**src/rtl/ldr_pkg.sv**
```systemverilog
package ldr_pkg;
  localparam int WORD_W = 24;
  localparam int PTR_W  = 20;
  localparam int MIN_WORDS = 5;

  typedef enum logic [1:0] {
    ERR_NONE      = 2'd0,
    ERR_HIGH_BITS = 2'd1,
    ERR_LEN_MOD3  = 2'd2,
    ERR_TOO_SHORT = 2'd3
  } errCode_t;

  typedef struct packed {
    logic take;    // accept the byte on the input
    logic fillWr;  // issue one zero write of the sweep
    logic clear;   // return counters to the start of an image
  } ctrlStrb_t;
endpackage

```
**src/rtl/ldr_dpath.sv**
```systemverilog
module ldr_dpath
  import ldr_pkg::*;
#(
  parameter int ADDR_W    = 20,
  parameter int MEM_WORDS = 1 << ADDR_W
) (
  input  logic                clk,
  input  logic                rst,
  input  ctrlStrb_t           strb,
  input  logic [7:0]          inData,
  output logic [PTR_W-1:0]    pcOut,
  output logic [WORD_W-1:0]   accOut,
  output logic [PTR_W-1:0]    raOut,
  output logic [PTR_W-1:0]    spOut,
  output logic [PTR_W-1:0]    fpOut,
  output logic                memWe,
  output logic [ADDR_W-1:0]   memAddr,
  output logic [WORD_W-1:0]   memData,
  output logic                lenShort,
  output logic                lenOdd,
  output logic                hiErrAny,
  output logic                fillDone
);
  localparam logic [ADDR_W:0] MEM_LIM = (ADDR_W+1)'(MEM_WORDS);
  localparam logic [2:0] DUMP_IDX = 3'd6;

  logic [1:0]        byteIdx;
  logic [2:0]        wordIdx;   // saturates at DUMP_IDX
  logic [15:0]       hold;
  logic [ADDR_W:0]   nextAddr;
  logic              hiErr;
  logic [WORD_W-1:0] word;
  logic              wordDone, ptrSlot, hiBad, fits;

  assign word     = {hold, inData};
  assign wordDone = strb.take && (byteIdx == 2'd2);
  assign ptrSlot  = (wordIdx == 3'd0) || (wordIdx == 3'd2) ||
                    (wordIdx == 3'd3) || (wordIdx == 3'd4);
  assign hiBad    = wordDone && ptrSlot && (word[WORD_W-1:PTR_W] != '0);
  assign hiErrAny = hiErr || hiBad;
  assign lenOdd   = (byteIdx != 2'd2);
  assign lenShort = (wordIdx < 3'(MIN_WORDS - 1)) ||
                    ((wordIdx == 3'(MIN_WORDS - 1)) && (byteIdx != 2'd2));
  assign fits     = nextAddr < MEM_LIM;
  assign fillDone = !fits;

  always_ff @(posedge clk) begin
    if (rst) begin
      byteIdx  <= '0;
      wordIdx  <= '0;
      hold     <= '0;
      nextAddr <= '0;
      hiErr    <= 1'b0;
      pcOut    <= '0;
      accOut   <= '0;
      raOut    <= '0;
      spOut    <= '0;
      fpOut    <= '0;
      memWe    <= 1'b0;
      memAddr  <= '0;
      memData  <= '0;
    end else begin
      memWe <= 1'b0;
      if (strb.take) begin
        byteIdx <= (byteIdx == 2'd2) ? 2'd0 : byteIdx + 2'd1;
        hold    <= {hold[7:0], inData};
      end
      if (wordDone) begin
        hiErr <= hiErrAny;
        case (wordIdx)
          3'd0: pcOut  <= word[PTR_W-1:0];
          3'd1: accOut <= word;
          3'd2: raOut  <= word[PTR_W-1:0];
          3'd3: spOut  <= word[PTR_W-1:0];
          3'd4: fpOut  <= word[PTR_W-1:0];
          default: ;
        endcase
        if (wordIdx != DUMP_IDX) begin
          wordIdx <= wordIdx + 3'd1;
        end else if (fits) begin
          memWe    <= 1'b1;
          memAddr  <= nextAddr[ADDR_W-1:0];
          memData  <= word;
          nextAddr <= nextAddr + 1'b1;
        end
      end
      if (strb.fillWr && fits) begin
        memWe    <= 1'b1;
        memAddr  <= nextAddr[ADDR_W-1:0];
        memData  <= '0;
        nextAddr <= nextAddr + 1'b1;
      end
      if (strb.clear) begin
        byteIdx  <= '0;
        wordIdx  <= '0;
        nextAddr <= '0;
        hiErr    <= 1'b0;
      end
    end
  end
endmodule

```
**src/rtl/ldr_ctrl.sv**
```systemverilog
module ldr_ctrl
  import ldr_pkg::*;
(
  input  logic      clk,
  input  logic      rst,
  input  logic      inValid,
  input  logic      inLast,
  output logic      inReady,
  input  logic      lenShort,
  input  logic      lenOdd,
  input  logic      hiErrAny,
  input  logic      fillDone,
  output ctrlStrb_t strb,
  output logic      done,
  output logic      fail,
  output errCode_t  errCode
);
  typedef enum logic {S_LOAD, S_FILL} state_t;
  state_t state;
  logic take, closing;
  errCode_t verdict;

  assign inReady = (state == S_LOAD);
  assign take    = inValid && inReady;
  assign closing = take && inLast;

  always_comb begin
    if (lenShort)      verdict = ERR_TOO_SHORT;
    else if (lenOdd)   verdict = ERR_LEN_MOD3;
    else if (hiErrAny) verdict = ERR_HIGH_BITS;
    else               verdict = ERR_NONE;
  end

  always_comb begin
    strb        = '0;
    strb.take   = take;
    strb.fillWr = (state == S_FILL) && !fillDone;
    strb.clear  = (closing && verdict != ERR_NONE) ||
                  ((state == S_FILL) && fillDone);
  end

  always_ff @(posedge clk) begin
    if (rst) begin
      state   <= S_LOAD;
      done    <= 1'b0;
      fail    <= 1'b0;
      errCode <= ERR_NONE;
    end else begin
      done <= 1'b0;
      fail <= 1'b0;
      if (closing) begin
        if (verdict != ERR_NONE) begin
          fail    <= 1'b1;
          errCode <= verdict;
        end else begin
          state <= S_FILL;
        end
      end
      if (state == S_FILL && fillDone) begin
        done    <= 1'b1;
        errCode <= ERR_NONE;
        state   <= S_LOAD;
      end
    end
  end
endmodule

```
**src/rtl/ldr_state_loader.sv**
```systemverilog
module ldr_state_loader
  import ldr_pkg::*;
#(
  parameter int ADDR_W    = 20,
  parameter int MEM_WORDS = 1 << ADDR_W
) (
  input  logic              clk,
  input  logic              rst,
  input  logic              inValid,
  output logic              inReady,
  input  logic [7:0]        inData,
  input  logic              inLast,
  output logic [19:0]       pcOut,
  output logic [23:0]       accOut,
  output logic [19:0]       raOut,
  output logic [19:0]       spOut,
  output logic [19:0]       fpOut,
  output logic              memWe,
  output logic [ADDR_W-1:0] memAddr,
  output logic [23:0]       memData,
  output logic              done,
  output logic              fail,
  output logic [1:0]        errCode
);
  ctrlStrb_t strb;
  errCode_t  code;
  logic lenShort, lenOdd, hiErrAny, fillDone;

  assign errCode = code;

  ldr_ctrl u_ctrl (
    .clk(clk), .rst(rst), .inValid(inValid), .inLast(inLast),
    .inReady(inReady), .lenShort(lenShort), .lenOdd(lenOdd),
    .hiErrAny(hiErrAny), .fillDone(fillDone), .strb(strb),
    .done(done), .fail(fail), .errCode(code)
  );

  ldr_dpath #(.ADDR_W(ADDR_W), .MEM_WORDS(MEM_WORDS)) u_dpath (
    .clk(clk), .rst(rst), .strb(strb), .inData(inData),
    .pcOut(pcOut), .accOut(accOut), .raOut(raOut), .spOut(spOut),
    .fpOut(fpOut), .memWe(memWe), .memAddr(memAddr), .memData(memData),
    .lenShort(lenShort), .lenOdd(lenOdd), .hiErrAny(hiErrAny),
    .fillDone(fillDone)
  );
endmodule

```
**config.mk**
```make
export PLATFORM = sky130hd
export DESIGN_NAME = ldr_state_loader
export DESIGN_NICKNAME = d
export VERILOG_FILES = /design/src/rtl/ldr_pkg.sv /design/src/rtl/ldr_dpath.sv /design/src/rtl/ldr_ctrl.sv /design/src/rtl/ldr_state_loader.sv
export SDC_FILE = /design/constraint.sdc
export NUM_CORES = 1
export LEC_CHECK = 0
export ABC_AREA = 1
export BUFFER_PORTS_ARGS = -buffer_cell sky130_fd_sc_hd__buf_2
export CORE_AREA = 2 2 127 129
export DETAILED_ROUTE_END_ITERATION = 8
export DIE_AREA = 0 0 129 131
export PLACE_DENSITY = 0.76
export RECOVER_POWER = 100
export SYNTH_ARGS = -nofsm -noshare
export SYNTH_HDL_FRONTEND = slang
export SYNTH_SLANG_ARGS = --single-unit
```
**constraint.sdc**
```tcl
create_clock -name clk -period 1.5 [get_ports clk]
set_input_delay 0.15 -clock clk [delete_from_list [all_inputs] [get_ports clk]]
set_output_delay 0.15 -clock clk [all_outputs]
set_load 0.02 [all_outputs]
```
==> impl_metrics.json <==
{
  "cts_tree": "yes",
  "synth_edf_count": 0,
  "synthTopCellsByArea": "dfxtp_1 53%, a21oi_1 11%, o21ai_0 8.2%, nand2_1 8.0%, inv_1 5.4%",
  "antennaDiodeCount": 0,
  "vias": 7079,
  "io_pins": 166,
  "port_buffers": 165,
  "synth_top_cells_by_count": "197 x dfxtp_1, 159 x a21oi_1, 159 x nand2_1",
  "status": "finished, violations left",
  "reg2reg_to": "u_dpath.memData[23]",
  "finalHoldViolCount": 0,
  "synth_seq_cells": 197,
  "die-height_um": 131,
  "grt_max_degree": 93,
  "die_x_um": 129,
  "drv_cap": 0,
  "drt-wirelength-per-cell_um": 15.70,
  "p_switching_mw": 2.442,
  "r2r-start": "u_dpath.byteIdx[1]",
  "period_needed_ns": 1.525,
  "maxSlewViolCount": 0,
  "min_period_over_period": 1.017,
  "first_pass_iters": 5,
  "yosysMostFrequentCell": "dfxtp_1",
  "fin_tns_setup_ns": -0.1218,
  "netlist.area_leader.share": 0.5283,
  "cts_hold_buf": 0,
  "synthFlopType": "dfxtp_1",
  "fin_nets": 1177,
  "crit_required_ns": 1.82,
  "min_to": "u_dpath.memData[2]",
  "core_area_um2": 15600,
  "layout-drive-gt1-share": 0.1544,
  "yosysSeqAreaShare": 0.5283,
  "seqPwrFrac": 0.527,
  "peakVddDrop_mv": 0.8086,
  "critical_path_class": "flop to flop",
  "worst_slack_ns": -0.02548,
  "clk_pin_slew_worst_paths_ns": 0.07,
  "wirelength_mm": 21.79,
  "grt_use_total": 0.2385,
  "violations": "setup timing",
  "die_area_um2": 16900,
  "rr_worst_depth": 8,
  "fin_util": 0.6216,
  "yosysWarnings": 0,
  "place.gp.congestion": 0.8930,
  "async_reset_ff_frac": 0,
  "rsz0062_at_grt": "yes",
  "combPwrFrac": 0.038,
  "tightest_slew_ns": 0.5328,
  "drc": 0,
  "hold_depth": 3,
  "p_per_area_nw_per_um2": 1050,
  "r2r_setup_slack_ns": -0.03,
  "crit_arrival_ns": 1.85,
  "h-tree-depth": 4,
  "pre_cts_ws_ns": -0.1094,
  "initial_core_util": 0.4786,
  "start_kind": "flop",
  "clk_latency_ns": 0.43,
  "yosys.area.top_type": "dfxtp_1",
  "hold_start": "inData[2]",
  "clk_path_buf_depth": 2,
  "fmax_ghz": 0.6555,
  "cts_buffers": 17,
  "first_iter_violations": 697,
  "finalClockSkew_ns": 0.008627,
  "synth.cell_area_um2": 7465,
  "clkPwrFrac": 0.435,
  "p_int_mw": 7.734,
  "slew_headroom": 0.6443,
  "syn_nets": 995,
  "grt_pass1_wl_mm": 31.52,
  "yosysUniqueCellTypes": 25,
  "synth.avg_cell_area_um2": 7.640,
  "ant_nets": 0,
  "antenna_found_initial": 0,
  "globalRouteOverflowTotal": 0,
  "cts_sinks": 197,
  "path_max_fanout": 7,
  "syn_to_final_growth_pct": 29.89,
  "grt_pass1_vias": 6223,
  "cts_root_buffer": "clkbuf_16",
  "endpoint_kind": "flop",
  "row_count": 46,
  "syn_inst": 977,
  "switching_share": 0.2400,
  "dp_hpwl_mm": 13.58,
  "min_path_type": "input pin to flop",
  "vias_per_cell": 5.100,
  "p_leak_nw": 3.409,
  "setup_viol": 12
}
-- cells by family after synthesis --
| group | share of synthesized area |
|---|---|
| xor gates and xnor gates | 0.01173 |
| and+or+nand+nor | 0.1686 |
| adders and majority gates | 0.01006 |
| DFF | 0.5283 |
| AOI/OAI and AO/OA | 0.1891 |
| buffers and inverters | 0.09219 |
-- layer usage --
layer	up-vias	share of wire	GRT usage	routed length [um]
met5	-	0	0	0
met4	0	0.022	0.08951	469
met3	41	0.076	0.06759	1653
met2	255	0.48	0.3918	10520
met1	3284	0.42	0.3004	9140
li1	3499	-	-	-
-- power groups by stage --
stage,clock network [mW],logic [mW],registers [mW]
floorplan,0,0.199,5.45
global placement,0,0.344,5.48
detailed placement,0,0.347,5.48
CTS,4.46,0.350,5.36
global route,4.68,0.421,5.37
finish,4.42,0.384,5.37
-- cell type report --
class	instances	area, um^2
Clock inverter	14	140.1
Inverter	111	431.7
Tap cell	216	270.3
Timing Repair Buffer	220	1360
Clock buffer	18	429.2
Sequential cell	197	3950
Multi-Input combinational cell	612	3114
Fill cell	1368	5902
-- critical path, stage by stage (launching register included) --
cell and delay, ns:
dfxtp_1 0.39, nand2_4 0.08, nor2_4 0.26, nand2_4 0.11, buf_6 0.16, buf_8 0.13, clkbuf_16 0.16, nand2_2 0.07
a21oi_2 0.05
-- state kept, by name (all words and copies together), names as in the netlist, 20 cells and up --
register / count
u_dpath.accOut: 24
u_dpath.memData: 24
u_dpath.memAddr: 20
u_dpath.raOut: 20
u_dpath.nextAddr: 21
u_dpath.pcOut: 20
u_dpath.spOut: 20
u_dpath.fpOut: 20
-- worst max path at each step --
stage	depth (start not counted)	startpoint	end
after floorplan	11	u_dpath.wordIdx[0]	u_dpath.nextAddr[15]
after global placement	8	u_dpath.byteIdx[0]	u_dpath.nextAddr[4]
after detailed placement	8	u_dpath.byteIdx[0]	u_dpath.nextAddr[4]
after CTS	10	u_dpath.wordIdx[0]	u_dpath.memData[1]
after global routing	9	u_dpath.byteIdx[0]	u_dpath.memAddr[10]
final	8	u_dpath.byteIdx[1]	u_dpath.memData[23]
-- cells in the final DEF (no fill, tap or decap), types with 9 or more instances in the layout --
master,instances
xor2_1,9
nand3_1,26
nand2_4,10
dfxtp_1,192
o21ai_1,19
nand2_2,18
nor2_1,94
o21ai_0,104
a21oi_1,140
buf_12,11
a21oi_2,19
buf_2,11
clkbuf_16,22
clkbuf_1,155
inv_1,103
buf_4,26
nand2_1,137
-- metrics by stage --
stage          total power [mW]  hold slack [ns]  cells  instance area [um^2]
2_1_floorplan             5.651           0.2939    977                  7466
5_1_grt                   10.47          0.05774   1388                  9696
3_3_place_gp              5.825           0.4283   1341                  8713
6_report                  10.18          0.05622   1388                  9696
3_5_place_dp              5.828           0.4325   1341                  8713
4_1_cts                   10.17          0.03847   1379                  9417
-- timing repair --
item | 4_1_cts | 5_1_grt
buffers inserted | 3 | 3
cloned | 3 | 6
setup endpoints to repair | 78 | 149
pin swaps | 5 | 8
gates resized for setup | 18 | 109
endpoints found under the hold margin | 0 | 0
No activity file was read; power rests on OpenSTA's default activity.
